==> src/rtl/hwp_pkg.sv <==
package hwp_pkg;

  typedef logic [1:0] pidx_t;

  typedef enum logic {
    OP_READ  = 1'b0,
    OP_WRITE = 1'b1
  } op_e;

  // Pieces per internal word for a bus width / word size pair.
  function automatic pidx_t piece_total(input logic wide, input logic word24);
    if (wide) return word24 ? 2'd2 : 2'd1;
    else      return word24 ? 2'd3 : 2'd2;
  endfunction

  // On the wide bus, which host half carries word lane j.
  // A leftover top lane rides in the upper half.
  function automatic int lane_half(input int j, input int nlane);
    return (((j % 2) == 1) || (j == nlane - 1)) ? 1 : 0;
  endfunction

endpackage

==> src/rtl/hwp_piece_ctr.sv <==
module hwp_piece_ctr
  import hwp_pkg::*;
(
  input  logic  clk,
  input  logic  rst_n,
  input  logic  cs,
  input  logic  adv,
  input  op_e   adv_op,
  input  pidx_t total,
  output pidx_t eff_idx,
  output logic  is_last,
  output pidx_t cnt_q
);

  op_e   dir_q;
  op_e   dir_d;
  pidx_t cnt_d;

  // A change of direction restarts the word at piece 0.
  always_comb begin
    eff_idx = (adv_op != dir_q) ? '0 : cnt_q;
    is_last = (eff_idx == (total - 2'd1));
  end

  always_comb begin
    cnt_d = cnt_q;
    dir_d = dir_q;
    if (!cs) begin
      cnt_d = '0;
    end else if (adv) begin
      cnt_d = is_last ? '0 : (eff_idx + 2'd1);
      dir_d = adv_op;
    end
  end

  always_ff @(posedge clk or negedge rst_n) begin
    if (!rst_n) begin
      cnt_q <= '0;
      dir_q <= OP_WRITE;
    end else begin
      cnt_q <= cnt_d;
      dir_q <= dir_d;
    end
  end

endmodule

==> src/rtl/hwp_wr_pack.sv <==
module hwp_wr_pack
  import hwp_pkg::*;
#(
  parameter int HOST_W = 16,
  parameter int WORD_W = 24
) (
  input  logic              clk,
  input  logic              rst_n,
  input  logic              load,
  input  logic              wide,
  input  pidx_t             idx,
  input  logic [HOST_W-1:0] wdata,
  output logic [WORD_W-1:0] word_next
);

  localparam int LANE_W = HOST_W / 2;
  localparam int NLANE  = WORD_W / LANE_W;

  logic [WORD_W-1:0] asm_q;
  logic [WORD_W-1:0] asm_d;

  for (genvar j = 0; j < NLANE; j++) begin : g_lane
    localparam int WPIECE = j / 2;
    localparam int WHALF  = lane_half(j, NLANE);
    logic              hit;
    logic [LANE_W-1:0] src;
    logic [LANE_W-1:0] keep;

    assign hit  = wide ? (idx == pidx_t'(WPIECE)) : (idx == pidx_t'(j));
    assign src  = wide ? wdata[WHALF*LANE_W +: LANE_W] : wdata[LANE_W-1:0];
    // Piece 0 starts a fresh word: lanes not written become zero.
    assign keep = (idx == '0) ? '0 : asm_q[j*LANE_W +: LANE_W];
    assign asm_d[j*LANE_W +: LANE_W] = hit ? src : keep;
  end

  assign word_next = asm_d;

  always_ff @(posedge clk or negedge rst_n) begin
    if (!rst_n) begin
      asm_q <= '0;
    end else if (load) begin
      asm_q <= asm_d;
    end
  end

endmodule

==> src/rtl/hwp_rd_unpack.sv <==
module hwp_rd_unpack
  import hwp_pkg::*;
#(
  parameter int HOST_W = 16,
  parameter int WORD_W = 24
) (
  input  logic              clk,
  input  logic              rst_n,
  input  logic              fill,
  input  logic [WORD_W-1:0] mem_rdata,
  input  logic              serve,
  input  pidx_t             idx,
  input  logic              wide,
  output logic [HOST_W-1:0] rdata_q
);

  localparam int LANE_W = HOST_W / 2;
  localparam int NLANE  = WORD_W / LANE_W;

  logic [WORD_W-1:0] rbuf_q;
  logic [WORD_W-1:0] src;
  pidx_t             sel_idx;
  logic [HOST_W-1:0] wide_v;
  logic [HOST_W-1:0] byte_v;
  logic [HOST_W-1:0] rdata_d;

  // A fresh word from memory always answers with piece 0.
  assign src     = fill ? mem_rdata : rbuf_q;
  assign sel_idx = fill ? '0 : idx;

  always_comb begin
    wide_v = '0;
    byte_v = '0;
    for (int j = 0; j < NLANE; j++) begin
      if (sel_idx == pidx_t'(j / 2))
        wide_v[lane_half(j, NLANE)*LANE_W +: LANE_W] = src[j*LANE_W +: LANE_W];
      if (sel_idx == pidx_t'(j))
        byte_v[LANE_W-1:0] = src[j*LANE_W +: LANE_W];
    end
    rdata_d = wide ? wide_v : byte_v;
  end

  always_ff @(posedge clk or negedge rst_n) begin
    if (!rst_n) begin
      rbuf_q  <= '0;
      rdata_q <= '0;
    end else begin
      if (fill) rbuf_q <= mem_rdata;
      if (fill || serve) rdata_q <= rdata_d;
    end
  end

endmodule

==> src/rtl/hwp_seq.sv <==
module hwp_seq
  import hwp_pkg::*;
#(
  parameter int HOST_W = 16,
  parameter int WORD_W = 24
) (
  input  logic              clk,
  input  logic              rst_n,
  input  logic              stb,
  input  op_e               stb_op,
  input  logic [HOST_W-1:0] wdata,
  input  logic              issue,
  input  logic              quick,
  input  logic              mem_done,
  input  logic [WORD_W-1:0] word_next,
  output logic              acc,
  output op_e               acc_op,
  output logic [HOST_W-1:0] acc_data,
  output logic              busy_q,
  output logic              pend_v_q,
  output logic              mem_we,
  output logic [WORD_W-1:0] mem_wdata,
  output logic              ack_q
);

  op_e               pend_op_q;
  logic [HOST_W-1:0] pend_data_q;
  op_e               op_q;
  logic [WORD_W-1:0] wdat_q;

  logic              busy_d;
  op_e               op_d;
  logic [WORD_W-1:0] wdat_d;
  logic              ack_d;
  logic              pend_v_d;
  op_e               pend_op_d;
  logic [HOST_W-1:0] pend_data_d;
  logic              finish;

  // A held strobe is served before any new one.
  assign acc      = !busy_q && (pend_v_q || stb);
  assign acc_op   = pend_v_q ? pend_op_q : stb_op;
  assign acc_data = pend_v_q ? pend_data_q : wdata;
  assign finish   = busy_q && mem_done;

  always_comb begin
    busy_d      = busy_q;
    op_d        = op_q;
    wdat_d      = wdat_q;
    pend_v_d    = pend_v_q;
    pend_op_d   = pend_op_q;
    pend_data_d = pend_data_q;

    if (finish)     busy_d = 1'b0;
    else if (issue) busy_d = 1'b1;

    if (issue) begin
      op_d = acc_op;
      if (acc_op == OP_WRITE) wdat_d = word_next;
    end

    if (busy_q && stb && !pend_v_q) begin
      pend_v_d    = 1'b1;
      pend_op_d   = stb_op;
      pend_data_d = wdata;
    end else if (acc && pend_v_q) begin
      pend_v_d = 1'b0;
    end

    ack_d = quick || finish;
  end

  always_ff @(posedge clk or negedge rst_n) begin
    if (!rst_n) begin
      busy_q      <= 1'b0;
      op_q        <= OP_READ;
      wdat_q      <= '0;
      ack_q       <= 1'b0;
      pend_v_q    <= 1'b0;
      pend_op_q   <= OP_READ;
      pend_data_q <= '0;
    end else begin
      busy_q      <= busy_d;
      op_q        <= op_d;
      wdat_q      <= wdat_d;
      ack_q       <= ack_d;
      pend_v_q    <= pend_v_d;
      pend_op_q   <= pend_op_d;
      pend_data_q <= pend_data_d;
    end
  end

  assign mem_we    = (op_q == OP_WRITE);
  assign mem_wdata = wdat_q;

endmodule

==> src/rtl/host_word_packer.sv <==
module host_word_packer
  import hwp_pkg::*;
#(
  parameter int HOST_W = 16,
  parameter int WORD_W = 24
) (
  input  logic              clk,
  input  logic              rst_n,
  input  logic              cfg_wide,
  input  logic              cfg_word24,
  input  logic              hst_cs,
  input  logic              hst_rd_stb,
  input  logic              hst_wr_stb,
  input  logic [HOST_W-1:0] hst_wdata,
  output logic              hst_ack,
  output logic [HOST_W-1:0] hst_rdata,
  output logic              mem_req,
  output logic              mem_we,
  output logic [WORD_W-1:0] mem_wdata,
  input  logic [WORD_W-1:0] mem_rdata,
  input  logic              mem_done
);

  logic              stb;
  op_e               stb_op;
  pidx_t             total;
  logic              acc;
  op_e               acc_op;
  logic [HOST_W-1:0] acc_data;
  logic              busy_q;
  logic              pend_v_q;
  pidx_t             eff_idx;
  logic              is_last;
  pidx_t             cnt_q;
  logic              issue;
  logic              quick;
  logic              fill;
  logic              serve;
  logic              wr_load;
  logic [WORD_W-1:0] word_next;

  assign stb    = hst_cs && (hst_rd_stb || hst_wr_stb);
  assign stb_op = hst_wr_stb ? OP_WRITE : OP_READ;
  assign total  = piece_total(cfg_wide, cfg_word24);

  // Memory is touched by the last write piece or the first read piece.
  assign issue   = acc && ((acc_op == OP_WRITE) ? is_last : (eff_idx == '0));
  assign quick   = acc && !issue;
  assign fill    = busy_q && mem_done && !mem_we;
  assign serve   = quick && (acc_op == OP_READ);
  assign wr_load = acc && (acc_op == OP_WRITE);
  assign mem_req = busy_q;

  hwp_piece_ctr u_ctr (
    .clk     (clk),
    .rst_n   (rst_n),
    .cs      (hst_cs),
    .adv     (acc),
    .adv_op  (acc_op),
    .total   (total),
    .eff_idx (eff_idx),
    .is_last (is_last),
    .cnt_q   (cnt_q)
  );

  hwp_wr_pack #(.HOST_W(HOST_W), .WORD_W(WORD_W)) u_wr (
    .clk       (clk),
    .rst_n     (rst_n),
    .load      (wr_load),
    .wide      (cfg_wide),
    .idx       (eff_idx),
    .wdata     (acc_data),
    .word_next (word_next)
  );

  hwp_rd_unpack #(.HOST_W(HOST_W), .WORD_W(WORD_W)) u_rd (
    .clk       (clk),
    .rst_n     (rst_n),
    .fill      (fill),
    .mem_rdata (mem_rdata),
    .serve     (serve),
    .idx       (eff_idx),
    .wide      (cfg_wide),
    .rdata_q   (hst_rdata)
  );

  hwp_seq #(.HOST_W(HOST_W), .WORD_W(WORD_W)) u_seq (
    .clk       (clk),
    .rst_n     (rst_n),
    .stb       (stb),
    .stb_op    (stb_op),
    .wdata     (hst_wdata),
    .issue     (issue),
    .quick     (quick),
    .mem_done  (mem_done),
    .word_next (word_next),
    .acc       (acc),
    .acc_op    (acc_op),
    .acc_data  (acc_data),
    .busy_q    (busy_q),
    .pend_v_q  (pend_v_q),
    .mem_we    (mem_we),
    .mem_wdata (mem_wdata),
    .ack_q     (hst_ack)
  );

endmodule

==> config.mk <==
export PLATFORM = sky130hd
export DESIGN_NAME = host_word_packer
export DESIGN_NICKNAME = d
export VERILOG_FILES = /design/src/rtl/hwp_pkg.sv /design/src/rtl/hwp_piece_ctr.sv /design/src/rtl/hwp_wr_pack.sv /design/src/rtl/hwp_rd_unpack.sv /design/src/rtl/hwp_seq.sv /design/src/rtl/host_word_packer.sv
export SDC_FILE = /design/constraint.sdc
export NUM_CORES = 1
export LEC_CHECK = 0
export BUFFER_PORTS_ARGS = -buffer_cell sky130_fd_sc_hd__buf_2
export CAP_MARGIN = 30
export CORE_ASPECT_RATIO = 1.5
export CORE_MARGIN = 4
export CORE_UTILIZATION = 55
export CTS_CLUSTER_SIZE = 20
export DETAILED_ROUTE_END_ITERATION = 12
export PLACE_DENSITY = 0.86
export SLEW_MARGIN = 10
export SYNTH_ARGS = -nofsm -noshare
export SYNTH_HDL_FRONTEND = slang
export SYNTH_SLANG_ARGS = --single-unit
export TNS_END_PERCENT = 1
==> constraint.sdc <==
create_clock -name clk -period 6.89 [get_ports clk]
set_clock_uncertainty 0.1 [all_clocks]
set_input_delay 1.0335 -clock clk [delete_from_list [all_inputs] [get_ports clk]]
set_output_delay 1.0335 -clock clk [all_outputs]
set_load 0.01 [all_outputs]
# Word level (Yosys, flattened, before mapping)
# Cells that the tools add are included.
# W data, S select, Z words.
dict set report word_totals {
  regBits 112
  inputBits 48
  out_inout_bits 43
  elab_cells 78
}
dict set report classes {
  n_addsub 2
  n_eq_ne 7
  n_mux 31
  bitwise_logic 1
  n_reduce_logical 25
}
# op n
set ops {}
lappend ops {{$mux W8} 11}
lappend ops {{$mux W16} 2}
lappend ops {{$mux W24} 1}
lappend ops {{$mux W2} 7}
lappend ops {{$logic_and A1 B1 Y1} 11}
lappend ops {{$mux W1} 10}
lappend ops {{$eq A2 B1 Y1 const B} 2}
lappend ops {{$eq A2 B2 Y1 const B} 2}
lappend ops {{$logic_not A1 Y1} 4}
lappend ops {{$logic_not A2 Y1} 2}
lappend ops {{$logic_or A1 B1 Y1} 4}
lappend ops {{$reduce_and A2 Y1} 2}
lappend ops {{$reduce_bool A2 Y1} 2}
lappend ops {{$add A2 B1 Y2 const B} 1}
lappend ops {{$eq A2 B2 Y1} 1}
lappend ops {{$ne A2 B1 Y1 const B} 1}
lappend ops {{$sub A2 B1 Y2 const B} 1}
lappend ops {{$ne A1 B1 Y1} 1}
lappend ops {{$not A1 Y1} 1}

# Longest topological paths before layout
dict set report depth {
  ltp_word 11
  ltp_mapped 10
  ltp_nobuf 9
}

# Modules after synthesis
# Synthesis repeated with hierarchy kept, for this count alone.
dict set report hier_totals {
  hier_cells 510
  hier_area_um2 5962.0
}
# module instances cells_per_inst area_per_inst_um2 seq_area_each_um2
set by_module_without_submodules {}
lappend by_module_without_submodules {hwp_rd_unpack 1 198 2023.2 1001.0}
lappend by_module_without_submodules {hwp_seq 1 118 1990.7 1126.1}
lappend by_module_without_submodules {hwp_wr_pack 1 150 1617.8 600.6}
lappend by_module_without_submodules {hwp_piece_ctr 1 30 249.0 76.3}
lappend by_module_without_submodules {host_word_packer 1 14 81.3 0.0}

# Worst setup path before layout
# Ideal clock, no wire load.
dict set report synth_timing {
  kind {input-to-reg}
  startpoint {in cfg_wide}
  endpoint {reg u_seq.wdat_q[13] (netlist: u_seq.mem_wdata[13])}
  setup_time_ns 0.125
  t_arrival_ns 3.149
  required_ns 6.665
  setup_slack_ns 3.515
  path_stages 9
  n_path_buf 4
  cell_sequence {clkbuf_1 clkinv_1 clkbuf_1 ha_1 xnor2_1 or3_1 buf_6 buf_12 mux2_4}
}
dict set report synth_between {
  elab_chain_len 6
  elab_cells_between_ends 9
  classes_between {add/sub: 1; eq/ne: 1; mux: 5; reduce/logical: 2}
}
# item line
set synth_rtl {}
lappend synth_rtl {{start, declared} host_word_packer.sv:9} ;# input logic cfg_wide,
lappend synth_rtl {{$mux W2} hwp_pkg.sv:12} ;# if (wide) return word24 ? 2'd2 : 2'd1;
lappend synth_rtl {{$sub A2 B1 Y2} hwp_piece_ctr.sv:22} ;# is_last = (eff_idx == (total - 2'd1));
lappend synth_rtl {{$eq A2 B2 Y1} hwp_piece_ctr.sv:22}
lappend synth_rtl {{$mux W1} host_word_packer.sv:47} ;# assign issue = acc && ((acc_op == OP_WRITE) ? is_last : (eff_idx == '0));
lappend synth_rtl {{$logic_and A1 B1 Y1} host_word_packer.sv:47}
lappend synth_rtl {{$reduce_and A2 Y1 (no source line)} -}
lappend synth_rtl {{end signal, assigned} hwp_seq.sv:85} ;# wdat_q <= wdat_d;
lappend synth_rtl {{end, declared} hwp_seq.sv:29} ;# logic [WORD_W-1:0] wdat_q;
# Several ways; a longest one is shown, not always the timed one.
# A chain may end at the register's enable or synchronous reset.

# Worst setup path after layout
dict set report layout_timing {
  startpoint {in hst_wr_stb}
  endpoint {reg u_rd.rdata_q[11]}
}
dict set report layout_between {
  elab_chain_len 11
  elab_cells_between_ends 23
  classes_between {eq/ne: 3; mux: 8; bitwise: 1; reduce/logical: 11}
}
# item line
set layout_rtl {}
lappend layout_rtl {{start, declared} host_word_packer.sv:13} ;# input logic hst_wr_stb,
lappend layout_rtl {{$mux W1} host_word_packer.sv:43} ;# assign stb_op = hst_wr_stb ? OP_WRITE : OP_READ;
lappend layout_rtl {{$mux W1} hwp_seq.sv:42} ;# assign acc_op = pend_v_q ? pend_op_q : stb_op;
lappend layout_rtl {{$ne A1 B1 Y1} hwp_piece_ctr.sv:21} ;# eff_idx = (adv_op != dir_q) ? '0 : cnt_q;
lappend layout_rtl {{$mux W2} hwp_piece_ctr.sv:21}
lappend layout_rtl {{$eq A2 B2 Y1 or $logic_not A2 Y1 (tied branches)} {hwp_piece_ctr.sv:22, host_word_packer.sv:47}}
lappend layout_rtl {{$mux W1} host_word_packer.sv:47}
lappend layout_rtl {{$logic_and A1 B1 Y1} host_word_packer.sv:47}
lappend layout_rtl {{$logic_not A1 Y1} host_word_packer.sv:48} ;# assign quick = acc && !issue;
lappend layout_rtl {{$logic_and A1 B1 Y1} host_word_packer.sv:48}
lappend layout_rtl {{$logic_and A1 B1 Y1} host_word_packer.sv:50} ;# assign serve = quick && (acc_op == OP_READ);
lappend layout_rtl {{$logic_or A1 B1 Y1} hwp_rd_unpack.sv:49} ;# if (fill || serve) rdata_q <= rdata_d;
lappend layout_rtl {{end signal, assigned} hwp_rd_unpack.sv:49}
lappend layout_rtl {{end, declared} hwp_rd_unpack.sv:14} ;# output logic [HOST_W-1:0] rdata_q
# Several ways; a longest one is shown, not always the timed one.

==> results_tabular.tex <==
\begin{tabular}{lr}
\hline
Metric & Value \\
\hline
\multicolumn{2}{l}{\textbf{Timing}} \\
Fin crit period & 3710 ps \\
Final Hold Viols & 0 \\
Maximum clock rate & 269 MHz \\
Slew margin rel. & 0.450 \\
Measured slew at the worst slew-check pin & 825 ps \\
Max-slew violation count & 0 \\
Setup repair after global routing missed its margin & no \\
Count of final setup violators & 0 \\
Period utilization & 0.539 \\
Summed negative setup slack over all endpoints & 0 ps \\
\multicolumn{2}{l}{\textbf{Placed design}} \\
Final HPWL from detailed placement & 9320 um \\
Placer Congestion & 0.838 \\
IO Port Bufs & 90 \\
\multicolumn{2}{l}{\textbf{Die}} \\
Total core area & 0.00936 mm\^{}2 \\
Std cell rows & 43 \\
Initial cell density of the core & 0.570 \\
Die boundary width & 88.4 um \\
Total I/O pin count & 91 \\
Area enclosed by the die boundary & 0.0114 mm\^{}2 \\
Die outline height & 129 um \\
\multicolumn{2}{l}{\textbf{Logic synthesis}} \\
Number of flops mapped to enable cells by yosys & 0 \\
Sequential cell area fraction in the yosys report & 0.526 \\
Yosys cell types & 48 \\
YS warnings & 0 \\
Synthesized instance count & 485 \\
Synth async-reset ratio & 1.00 \\
Register bit total from synthesis & 112 \\
Post-synth net total & 537 \\
Top FF cell, synth & sky130\_fd\_sc\_hd\_\_dfrtp\_1 \\
Synthesized area & 0.00533 mm\^{}2 \\
Mean post-synth cell area & 11.0 um\^{}2 \\
\multicolumn{2}{l}{\textbf{Pwr}} \\
Ratio of total power to cell area & 418 mW/mm\^{}2 \\
Overall power & 0.00257 W \\
VDD IR max & 294 uV \\
Leakage & 3.06 nW \\
\multicolumn{2}{l}{\textbf{Setup path}} \\
Data arrival time at the worst-slack endpoint & 3870 ps \\
Maximum fanout count along the critical path & 19 \\
Nature of the critical path startpoint & input port \\
Startpoint of the worst-slack reg-to-reg timing path & u\_seq.pend\_v\_q \\
Setup CP Type & input port to flop \\
Required time worst endpoint & 7050 ps \\
Critical path startpoint & hst\_wr\_stb \\
Setup crit end kind & flop \\
\multicolumn{2}{l}{\textbf{Clock tree}} \\
Clock insertion delay at the later pin of the skew report & 350 ps \\
Post-cts repair resize count & 0 \\
Number of clock sinks seen by CTS & 112 \\
H-tree depth & 3 \\
Cts bufs inserted & 9 \\
Post-CTS clock slew at the launch and capture registers of the worst setup and hold paths & 60 ps \\
Number of buffers on the longest clock path & 2 \\
Setup bufs post-CTS & 0 \\
Root buffer cell & sky130\_fd\_sc\_hd\_\_clkbuf\_16 \\
TritonCTS clock tree & built \\
Number of hold-repair buffers added at the cts stage & 0 \\
\multicolumn{2}{l}{\textbf{Detailed routing}} \\
Number of detailed-route iterations in the first pass & 6 \\
DRT antenna net count & 0 \\
DRC & 0 \\
Total number of vias & 4246 \\
Average detailed-routed wire length per instance & 19.4 um \\
Drt initial violations & 250 \\
Avg Vias per Cell & 6.23 \\
Total detailed-routing wirelength & 13200 um \\
\multicolumn{2}{l}{\textbf{GRT}} \\
GR met2 Demand/Resource & 0.406 \\
Global-route total usage across every layer & 0.239 \\
Vias in the first global route & 4317 \\
GR met1 Demand/Resource & 0.277 \\
Maximum number of pins on one net before global-route repair & 59 \\
Total gr overflow & 0 \\
Busiest layer in global routing & met2 \\
Global-route wire length before repair & 21000 um \\
Met3 track demand over resource & 0.0423 \\
Antenna violations before repair & 0 \\
\multicolumn{2}{l}{\textbf{Finish}} \\
Share of cells above drive strength 1 & 0.267 \\
Area overhead of the layout relative to synthesis & 15.5\% \\
Number of antenna repair diodes & 0 \\
Post-layout net count & 616 \\
Final core utilization & 0.658 \\
Filler instances & 748 \\
\multicolumn{2}{l}{\textbf{Flow run}} \\
Max-Cap Viols & 0 \\
\multicolumn{2}{l}{\textbf{Worst hold path}} \\
Worst hold start & u\_wr.asm\_q[1] \\
HP Class & flop to flop \\
\multicolumn{2}{l}{\textbf{Status}} \\
Status & finished, final reports clean \\
\hline
\end{tabular}
==> cell families (layout without fill, tap and decap cells) <==
family | after synthesis | count (layout) | synth area share
compound gates | 140 | 140 | 0.182
xor+xnor | 3 | 3 | 0.00493
fa+ha+maj | 4 | 4 | 0.00938
buf+inv | 51 | 135 | 0.0443
flops | 112 | 112 | 0.526
mux | 57 | 57 | 0.128
simple gates | 118 | 118 | 0.106
==> flip-flops by register name, indices dropped and copies added, names as in the netlist <==
register and flops:
u_ctr.dir_q 1, u_seq.pend_v_q 1, u_seq.mem_we 1, u_seq.pend_data_q 16
u_rd.rbuf_q 24, u_seq.pend_op_q 1, u_seq.mem_wdata 24, u_rd.rdata_q 16
u_wr.asm_q 24, u_seq.busy_q 1, u_seq.ack_q 1, u_ctr.cnt_q 2
==> metal layers <==
metal	wire, um	vias to the layer above
met3	762	46
met4	606	0
met5	0	-
met2	6960	193
li1	-	1895
met1	4900	2112
==> stage by stage <==
step                      worst slack, ps  hold slack, ps  cell area, um^2  instances
after floorplan                      3520             350             5330        485
after global placement               3040             361             5800        662
after detailed placement             2810             377             5820        663
after CTS                            2770             395             6120        679
after global routing                 2880             409             6160        681
final                                3180             392             6160        681
==> path summary, 6_finish.rpt <==
kind                       depth (start not counted)  slack (ps)                   to
hold reg to reg                                    2         390        u_wr.asm_q[1]
max in group asynchronous                          2        4880     u_rd.rdata_q[15]
min in group asynchronous                          1         620  u_seq.mem_wdata[10]
hold / removal                                     2         390        u_wr.asm_q[1]
setup reg to reg                                   9        3300     u_rd.rdata_q[11]
setup / recovery                                  10        3180     u_rd.rdata_q[11]
==> synthesized netlist by cell type (all sizes together) (2+ instances only) <==
| master | n | area [um^2] |
|---|---|---|
| nand3b | 3 | 22.5 |
| clkinv | 2 | 7.51 |
| nand2b | 2 | 12.5 |
| a221oi | 8 | 70.1 |
| a21o | 10 | 75.1 |
| inv | 21 | 81.3 |
| o21ai | 46 | 230 |
| o2111a | 9 | 101 |
| a31oi | 2 | 12.5 |
| and3 | 2 | 12.5 |
| clkbuf | 23 | 86.3 |
| a21oi | 20 | 100 |
| mux2i | 20 | 225 |
| nor2b | 7 | 43.8 |
| ha | 4 | 50.1 |
| or2 | 2 | 12.5 |
| and2 | 9 | 56.3 |
| nand2 | 69 | 259 |
| dfrtp | 111 | 2780 |
| nand4b | 8 | 70.1 |
| nor2 | 11 | 41.3 |
| a211oi | 7 | 52.6 |
| xnor2 | 2 | 17.5 |
| mux2 | 37 | 458 |
| buf | 5 | 61.3 |
| a22o | 31 | 272 |
==> report_power, final <==
| part | internal (W) | leakage, nW | switching, W |
|---|---|---|---|
| logic | 0.000415 | 1.50 | 0.000502 |
| clock network | 0.000319 | 0.144 | 0.000226 |
| registers | 0.000929 | 1.42 | 0.000181 |
| total | 0.00166 | 3.06 | 0.000909 |
==> layout make-up <==
cell class,count,area [um^2],area share
flip-flops and latches,112,2800,0.455
multi-input cells,322,2290,0.372
repair buffers,96,526,0.0853
clock buffers,13,240,0.0390
well taps,112,140,0.0228
inverters,23,88.8,0.0144
clock inverters,3,67.6,0.0110
==> cell usage in the layout, fill, tap and decap left out, drive strengths merged, types with 2 or more instances in the layout <==
cell      n
dfrtp   111
buf      95
nand2    69
o21ai    46
mux2     37
a22o     31
inv      21
a21oi    20
mux2i    20
clkbuf   14
nor2     11
a21o     10
o2111a    9
and2      9
nand4b    8
a221oi    8
nor2b     7
a211oi    7
ha        4
nand3b    3
nand2b    2
clkinv    2
a31oi     2
xnor2     2
and3      2
or2       2
bufinv    2
==> worst max-delay path, cell delays in order <==
cell and delay (ps):
sky130_fd_sc_hd__buf_2 140, sky130_fd_sc_hd__mux2i_4 300, sky130_fd_sc_hd__mux2i_4 470, sky130_fd_sc_hd__inv_4 80, sky130_fd_sc_hd__ha_1 260, sky130_fd_sc_hd__clkinv_1 330, sky130_fd_sc_hd__nand2_1 170, sky130_fd_sc_hd__o21ai_1 540
sky130_fd_sc_hd__nand2_1 290, sky130_fd_sc_hd__o21ai_0 240
Power figures use the tool's default switching activity.
